$ cat config.mk
export PLATFORM = sky130hd
export DESIGN_NAME = tdm_frame_serializer
export DESIGN_NICKNAME = d
export VERILOG_FILES = /design/src/rtl/tfs_pkg.sv /design/src/rtl/tfs_bclk_div.sv /design/src/rtl/tfs_frame_seq.sv /design/src/rtl/tfs_slot_shifter.sv /design/src/rtl/tdm_frame_serializer.sv
export SDC_FILE = /design/constraint.sdc
export NUM_CORES = 1
export LEC_CHECK = 0
export ABC_AREA = 1
export BUFFER_PORTS_ARGS = -buffer_cell sky130_fd_sc_hd__buf_2
export CAP_MARGIN = 10
export CORE_MARGIN = 5
export CORE_UTILIZATION = 64
export DETAILED_ROUTE_END_ITERATION = 6
export GPL_TIMING_DRIVEN = 0
export PLACE_DENSITY_LB_ADDON = 0.1
export SETUP_SLACK_MARGIN = 0.3
export SLEW_MARGIN = 10
export SYNTH_ARGS = -nofsm -noshare
export SYNTH_HDL_FRONTEND = slang
export SYNTH_SLANG_ARGS = --single-unit
$ cat constraint.sdc
create_clock -name clk -period 12.9 [get_ports clk]
set_clock_uncertainty 0.2 [all_clocks]
set_input_delay 0.645 -clock clk [delete_from_list [all_inputs] [get_ports clk]]
set_output_delay 0.645 -clock clk [all_outputs]
set_load 0.02 [all_outputs]
$ cat src/rtl/tfs_pkg.sv
package tfs_pkg;

  // Index of the word bit carried at bit position bit_pos of a slot, -1 when none.
  function automatic int src_index(int first_bit, int bit_pos, bit lsb_first, int data_w);
    int idx;
    if (lsb_first) begin
      idx = first_bit + bit_pos;
      return (idx < data_w) ? idx : -1;
    end
    idx = first_bit - bit_pos;
    return (idx >= 0) ? idx : -1;
  endfunction

  // Sync level (active = 1) for frame bit position pos.
  function automatic bit sync_on(int pos, int frame_len, int sync_w, bit early);
    int lead;
    if (early) lead = (pos + 1 >= frame_len) ? 0 : pos + 1;
    else       lead = pos;
    return lead < sync_w;
  endfunction

endpackage

$ cat src/rtl/tfs_bclk_div.sv
module tfs_bclk_div #(
  parameter int DIV_W = 8
) (
  input  logic             clk,
  input  logic             rst_n,
  input  logic             run,
  input  logic [DIV_W-1:0] div,
  output logic             bclk_raw,
  output logic             tick
);
  logic [DIV_W-1:0] cnt;
  logic             at_end;

  assign at_end = (cnt == div);
  // launch edge: raw clock about to fall
  assign tick   = run && at_end && bclk_raw;

  always_ff @(posedge clk or negedge rst_n) begin
    if (!rst_n) begin
      cnt      <= '0;
      bclk_raw <= 1'b0;
    end else if (!run) begin
      cnt      <= '0;
      bclk_raw <= 1'b0;
    end else if (at_end) begin
      cnt      <= '0;
      bclk_raw <= ~bclk_raw;
    end else begin
      cnt <= cnt + 1'b1;
    end
  end
endmodule

$ cat src/rtl/tfs_frame_seq.sv
module tfs_frame_seq #(
  parameter int MAX_SLOTS = 8,
  parameter int SLOT_CW   = 4,
  parameter int BIT_CW    = 6,
  parameter int POS_W     = 9,
  parameter int SIW       = 3
) (
  input  logic                 clk,
  input  logic                 rst_n,
  input  logic                 run,
  input  logic                 tick,
  input  logic [SLOT_CW-1:0]   cfg_slots,
  input  logic [BIT_CW-1:0]    cfg_slot_width,
  input  logic [MAX_SLOTS-1:0] cfg_mask,
  output logic [SIW-1:0]       nxt_slot,
  output logic [BIT_CW-1:0]    nxt_bit,
  output logic [POS_W-1:0]     nxt_pos,
  output logic                 nxt_masked,
  output logic                 slot_start
);
  logic [SIW-1:0]    cur_slot;
  logic [BIT_CW-1:0] cur_bit;
  logic [POS_W-1:0]  cur_pos;
  logic              started;
  logic              last_bit, last_slot;

  always_comb begin
    last_bit  = (cur_bit == cfg_slot_width - BIT_CW'(1));
    last_slot = (SLOT_CW'(cur_slot) == cfg_slots - SLOT_CW'(1));
    if (!started) begin
      nxt_slot = '0;
      nxt_bit  = '0;
      nxt_pos  = '0;
    end else if (last_bit) begin
      nxt_bit  = '0;
      nxt_slot = last_slot ? '0 : cur_slot + 1'b1;
      nxt_pos  = last_slot ? '0 : cur_pos + 1'b1;
    end else begin
      nxt_bit  = cur_bit + 1'b1;
      nxt_slot = cur_slot;
      nxt_pos  = cur_pos + 1'b1;
    end
    nxt_masked = cfg_mask[nxt_slot];
    slot_start = (nxt_bit == '0);
  end

  always_ff @(posedge clk or negedge rst_n) begin
    if (!rst_n) begin
      cur_slot <= '0;
      cur_bit  <= '0;
      cur_pos  <= '0;
      started  <= 1'b0;
    end else if (!run) begin
      cur_slot <= '0;
      cur_bit  <= '0;
      cur_pos  <= '0;
      started  <= 1'b0;
    end else if (tick) begin
      cur_slot <= nxt_slot;
      cur_bit  <= nxt_bit;
      cur_pos  <= nxt_pos;
      started  <= 1'b1;
    end
  end
endmodule

$ cat src/rtl/tfs_slot_shifter.sv
module tfs_slot_shifter #(
  parameter int DATA_W = 32,
  parameter int BIT_CW = 6,
  parameter int POS_W  = 9,
  parameter int IDX_W  = 5
) (
  input  logic              clk,
  input  logic              rst_n,
  input  logic              run,
  input  logic              tick,
  input  logic              slot_start,
  input  logic              nxt_masked,
  input  logic [BIT_CW-1:0] nxt_bit,
  input  logic [POS_W-1:0]  nxt_pos,
  input  logic [POS_W-1:0]  frame_len,
  input  logic [BIT_CW-1:0] cfg_sync_width,
  input  logic [IDX_W-1:0]  cfg_first_bit,
  input  logic              cfg_sync_early,
  input  logic              cfg_lsb_first,
  input  logic              in_valid,
  input  logic [DATA_W-1:0] in_data,
  output logic              in_ready,
  output logic              sync_act,
  output logic              sdata,
  output logic              sdata_oe,
  output logic              underrun
);
  logic [DATA_W-1:0] word_q, fresh, word_src;
  logic              fetch, bit_val, sync_next;
  int                idx;

  assign fetch    = tick && slot_start && !nxt_masked;
  assign in_ready = fetch;
  assign fresh    = in_valid ? in_data : '0;
  assign word_src = slot_start ? fresh : word_q;

  always_comb begin
    idx       = tfs_pkg::src_index(int'(cfg_first_bit), int'(nxt_bit), cfg_lsb_first, DATA_W);
    bit_val   = (idx >= 0) ? word_src[idx[IDX_W-1:0]] : 1'b0;
    sync_next = tfs_pkg::sync_on(int'(nxt_pos), int'(frame_len), int'(cfg_sync_width),
                                 cfg_sync_early);
  end

  always_ff @(posedge clk or negedge rst_n) begin
    if (!rst_n) begin
      word_q <= '0; sync_act <= 1'b0; sdata <= 1'b0; sdata_oe <= 1'b0; underrun <= 1'b0;
    end else if (!run) begin
      word_q <= '0; sync_act <= 1'b0; sdata <= 1'b0; sdata_oe <= 1'b0; underrun <= 1'b0;
    end else begin
      underrun <= 1'b0;
      if (tick) begin
        sync_act <= sync_next;
        sdata_oe <= !nxt_masked;
        sdata    <= !nxt_masked && bit_val;
        if (fetch) begin
          word_q   <= fresh;
          underrun <= !in_valid;
        end
      end
    end
  end
endmodule

$ cat src/rtl/tdm_frame_serializer.sv
module tdm_frame_serializer #(
  parameter int DATA_W    = 32,
  parameter int MAX_SLOTS = 8,
  parameter int DIV_W     = 8,
  localparam int SLOT_CW  = $clog2(MAX_SLOTS + 1),
  localparam int BIT_CW   = $clog2(DATA_W + 1),
  localparam int IDX_W    = $clog2(DATA_W),
  localparam int SIW      = (MAX_SLOTS > 1) ? $clog2(MAX_SLOTS) : 1,
  localparam int POS_W    = $clog2(MAX_SLOTS * DATA_W + 1)
) (
  input  logic                 clk,
  input  logic                 rst_n,
  input  logic                 enable,
  input  logic [DIV_W-1:0]     cfg_div,
  input  logic [SLOT_CW-1:0]   cfg_slots,
  input  logic [BIT_CW-1:0]    cfg_slot_width,
  input  logic [BIT_CW-1:0]    cfg_sync_width,
  input  logic [IDX_W-1:0]     cfg_first_bit,
  input  logic                 cfg_sync_early,
  input  logic                 cfg_sync_low,
  input  logic                 cfg_bclk_inv,
  input  logic                 cfg_lsb_first,
  input  logic [MAX_SLOTS-1:0] cfg_mask,
  input  logic                 in_valid,
  input  logic [DATA_W-1:0]    in_data,
  output logic                 in_ready,
  output logic                 bclk_o,
  output logic                 fsync_o,
  output logic                 sdata_o,
  output logic                 sdata_oe_o,
  output logic                 underrun_o
);
  // named internal events (also observed by the checker)
  logic              bit_tick;
  logic              slot_start;
  logic              bclk_raw;
  logic              sync_act;
  logic              nxt_masked;
  logic [SIW-1:0]    nxt_slot;
  logic [BIT_CW-1:0] nxt_bit;
  logic [POS_W-1:0]  nxt_pos;
  logic [POS_W-1:0]  frame_len;

  assign frame_len = POS_W'(cfg_slots) * POS_W'(cfg_slot_width);

  tfs_bclk_div #(.DIV_W(DIV_W)) u_div (
    .clk(clk), .rst_n(rst_n), .run(enable), .div(cfg_div),
    .bclk_raw(bclk_raw), .tick(bit_tick)
  );

  tfs_frame_seq #(
    .MAX_SLOTS(MAX_SLOTS), .SLOT_CW(SLOT_CW), .BIT_CW(BIT_CW), .POS_W(POS_W), .SIW(SIW)
  ) u_seq (
    .clk(clk), .rst_n(rst_n), .run(enable), .tick(bit_tick),
    .cfg_slots(cfg_slots), .cfg_slot_width(cfg_slot_width), .cfg_mask(cfg_mask),
    .nxt_slot(nxt_slot), .nxt_bit(nxt_bit), .nxt_pos(nxt_pos),
    .nxt_masked(nxt_masked), .slot_start(slot_start)
  );

  tfs_slot_shifter #(
    .DATA_W(DATA_W), .BIT_CW(BIT_CW), .POS_W(POS_W), .IDX_W(IDX_W)
  ) u_shift (
    .clk(clk), .rst_n(rst_n), .run(enable), .tick(bit_tick),
    .slot_start(slot_start), .nxt_masked(nxt_masked), .nxt_bit(nxt_bit),
    .nxt_pos(nxt_pos), .frame_len(frame_len), .cfg_sync_width(cfg_sync_width),
    .cfg_first_bit(cfg_first_bit), .cfg_sync_early(cfg_sync_early),
    .cfg_lsb_first(cfg_lsb_first), .in_valid(in_valid), .in_data(in_data),
    .in_ready(in_ready), .sync_act(sync_act), .sdata(sdata_o),
    .sdata_oe(sdata_oe_o), .underrun(underrun_o)
  );

  assign bclk_o  = bclk_raw ^ cfg_bclk_inv;
  assign fsync_o = sync_act ^ cfg_sync_low;

  // nxt_slot is consumed inside the sequencer for mask lookup
  logic unused_slot;
  assign unused_slot = ^nxt_slot;
endmodule

==> flow_summary.json <==
{
  "crit_path_end_kind": "register",
  "async_flop_share_pct": 100.0,
  "nets": 1123,
  "clockRootBuffer": "clkbuf_8",
  "worstMarginPinSlew_ps": 799.8,
  "seq_area_um2": 1602,
  "post_dp_cell_area_um2": 6894,
  "netlist_instances": 901,
  "synth_area_leaders": "dfrtp_1 25%, nand2_1 13%, inv_1 9.4%",
  "dr.pass1.iters": 5,
  "cts_made_buffers": 9,
  "hold_path_class": "in -> async",
  "cp_max_fo": 8,
  "gp_congestion": 0.9358,
  "period_minus_slack_ps": 5567,
  "leakage_nw": 3.811,
  "slowest_delay_ps": 550,
  "p_per_area_nw_per_um2": 72.72,
  "grt_pass1_wl_um": 24850,
  "ys_warn_count": 0,
  "setup_viol": 0,
  "cts_tree": "built",
  "cap_violations": 0,
  "outcome": "finished, final reports clean",
  "area_delta_synth_final_pct": 12.10,
  "post-route-period-util_pct": 43.16,
  "drc": 0,
  "die_w_um": 109.5,
  "cts_num_sinks": 64,
  "cp.required_ps": 12990,
  "ir_worst_vdd_v": 0.00007286,
  "wl_per_cell_um": 13.37,
  "cts_setup_buffers": 0,
  "drive_above_1_share_pct": 17.91,
  "synth_seq_area_share_pct": 25.26,
  "crit_arrival_ps": 5650,
  "n_antenna_cell": 0,
  "dieArea_um2": 12000,
  "grt_remaining_overflow": 0,
  "multi_input_area_um2": 3900,
  "globalRouteTotalUtil_pct": 26.01,
  "tns_ps": 0,
  "synth.avg_cell_area_um2": 7.036,
  "clkLatencyLatePin_ps": 350,
  "worst_setup_path_start_kind": "primary input",
  "n_fill_cell": 849,
  "grt_antenna_before_repair": 0,
  "max_freq_mhz": 179.6,
  "setup.worst_path.class": "in -> reg",
  "post-dp-hpwl_um": 11850,
  "dp.cells": 1111,
  "dieHeight_um": 109.5,
  "core_area_um2": 9729,
  "synth_top_area_cell": "dfrtp_1",
  "crit_slowest_cell": "fa_1",
  "total_power_w": 0.0005168,
  "stdcell_area_um2": 7107,
  "synth_seq_cells": 64,
  "ys.flop_type": "dfrtp_1",
  "clockBufferDepth": 2,
  "maxSlewHeadroom_pct": 46.68,
  "maxSlewViolCount": 0,
  "fin_cells": 1127,
  "ios": 83,
  "vias_per_cell": 5.310,
  "ant_nets": 0,
  "clk_pin_slew_ps": 70,
  "yosysUniqueCellTypes": 49,
  "drt_iter0_drc": 387,
  "rows": 36,
  "crit_top_cell": "inv_1",
  "dp_slack_ps": 7000,
  "grt_pass1_vias": 5461,
  "port_buffers": 77,
  "hold_viol": 0,
  "synth_top_area_share_pct": 25.26,
  "fin_ws_ps": 7333,
  "syn_area_um2": 6340,
  "htree_levels": 3,
  "num_vias": 5984,
  "start_util_pct": 65.16,
  "hold_buffers": 0,
  "post_cts_resized": 0,
  "grt_max_degree": 65,
  "synth_fp_nets": 1035,
  "synth_edf_count": 0,
  "wl_um": 15070,
  "rsz0062_at_grt": "no"
}
## state kept, by name, summed over array words and instances (netlist names)
signal            flops
u_div.cnt             8
u_seq.started         1
u_shift.sdata         1
u_shift.sdata_oe      1
u_shift.underrun      1
u_seq.cur_bit         6
u_div.bclk_raw        1
u_seq.cur_pos         9
u_shift.word_q       32
u_seq.cur_slot        3
u_shift.sync_act      1
## path summary, 6_finish.rpt
| check | slack [ps] | cells after the start | end | startpoint |
|---|---|---|---|---|
| max | 7330 | 31 | u_shift.sync_act | cfg_slots[3] |
| min | 190 | 1 | u_div.cnt[7] | rst_n |
| max reg2reg | 7930 | 31 | u_shift.sync_act | u_seq.cur_bit[1] |
| min reg2reg | 280 | 1 | u_div.cnt[0] | u_div.cnt[0] |
| max in group asynchronous | 11790 | 1 | u_shift.word_q[3] | rst_n |
| min in group clk | 280 | 1 | u_div.cnt[0] | u_div.cnt[0] |
## layout make-up
cell class	count	share of cell area, %
multi-input combinational	640	54.88
sequential	64	22.54
inverter	165	8.750
timing repair buffer	77	5.458
buffer	32	3.046
tap	133	2.342
clock buffer	11	1.849
clock inverter	5	1.144
## cells in the mapped netlist (all sizes together) (3+ instances only)
cell and number:
o211ai 3, xnor2 7, inv 165, o22ai 45, or2 9, nor3 10
clkbuf 13, a21oi 19, nand3b 3, buf 19, fa 10, nand2 235
xor2 26, dfrtp 64, ha 47, nand3 115, nor2 63, nand4 8
o21ai 26
## power breakdown
part	total, W	internal [W]	switching (W)
Sequential	0.000203	0.000202	0.00000121
Combinational	0.000125	0.0000495	0.0000751
Clock	0.000189	0.000109	0.0000803
## critical path, delay by kind of cell
kind                     cells  cell delay [ps]
XOR/XNOR                     1              180
buffers and inverters        6              500
AO/OA/AOI/OAI                8             1320
adder cells (fa/ha/maj)      5             1970
AND/OR/NAND/NOR             11             1040
## cells by family after synthesis
| family | Yosys count | share of synthesized area [%] |
|---|---|---|
| adders and majority gates | 57 | 12.43 |
| DFF | 64 | 25.26 |
| AOI/OAI and AO/OA | 104 | 12.99 |
| buffers and inverters | 197 | 13.22 |
| xor gates and xnor gates | 33 | 4.677 |
| and+or+nand+nor | 446 | 31.42 |
## placed cells by master (no fill, tap or decap), drive strengths merged
cell type  Yosys  layout
nand2        235     235
inv          165     165
nand3        115     115
buf           19      96
dfrtp         64      64
nor2          63      63
ha            47      47
o22ai         45      45
xor2          26      26
o21ai         26      26
clkbuf        13      24
a21oi         19      19
nor3          10      10
fa            10      10
or2            9       9
nand4          8       8
xnor2          7       7
nand3b         3       3
o211ai         3       3
o221ai         2       2
a31oi          2       2
bufinv         0       2
clkinv         0       2
and2           1       1
nor4           1       1
o41ai          1       1
a211oi         1       1
a2bb2oi        1       1
o21a           1       1
nor3b          1       1
a21o           1       1
a22oi          1       1
a2111oi        1       1
clkinvlp       0       1
## layer usage
metal	track usage, %	part of all wire (%)
met5	0	0
met3	3.523	5.4
met4	6.500	1.2
met1	34.83	45
met2	44.51	48
## per-stage QoR
step	util, %	hold WS [ps]
6_report	73.05	194.6
5_1_grt	73.05	257.2
4_1_cts	73.05	215.7
3_5_place_dp	70.86	250.6
3_3_place_gp	70.83	254.6
2_1_floorplan	-	149.4
No activity file was read; power rests on OpenSTA's default activity.
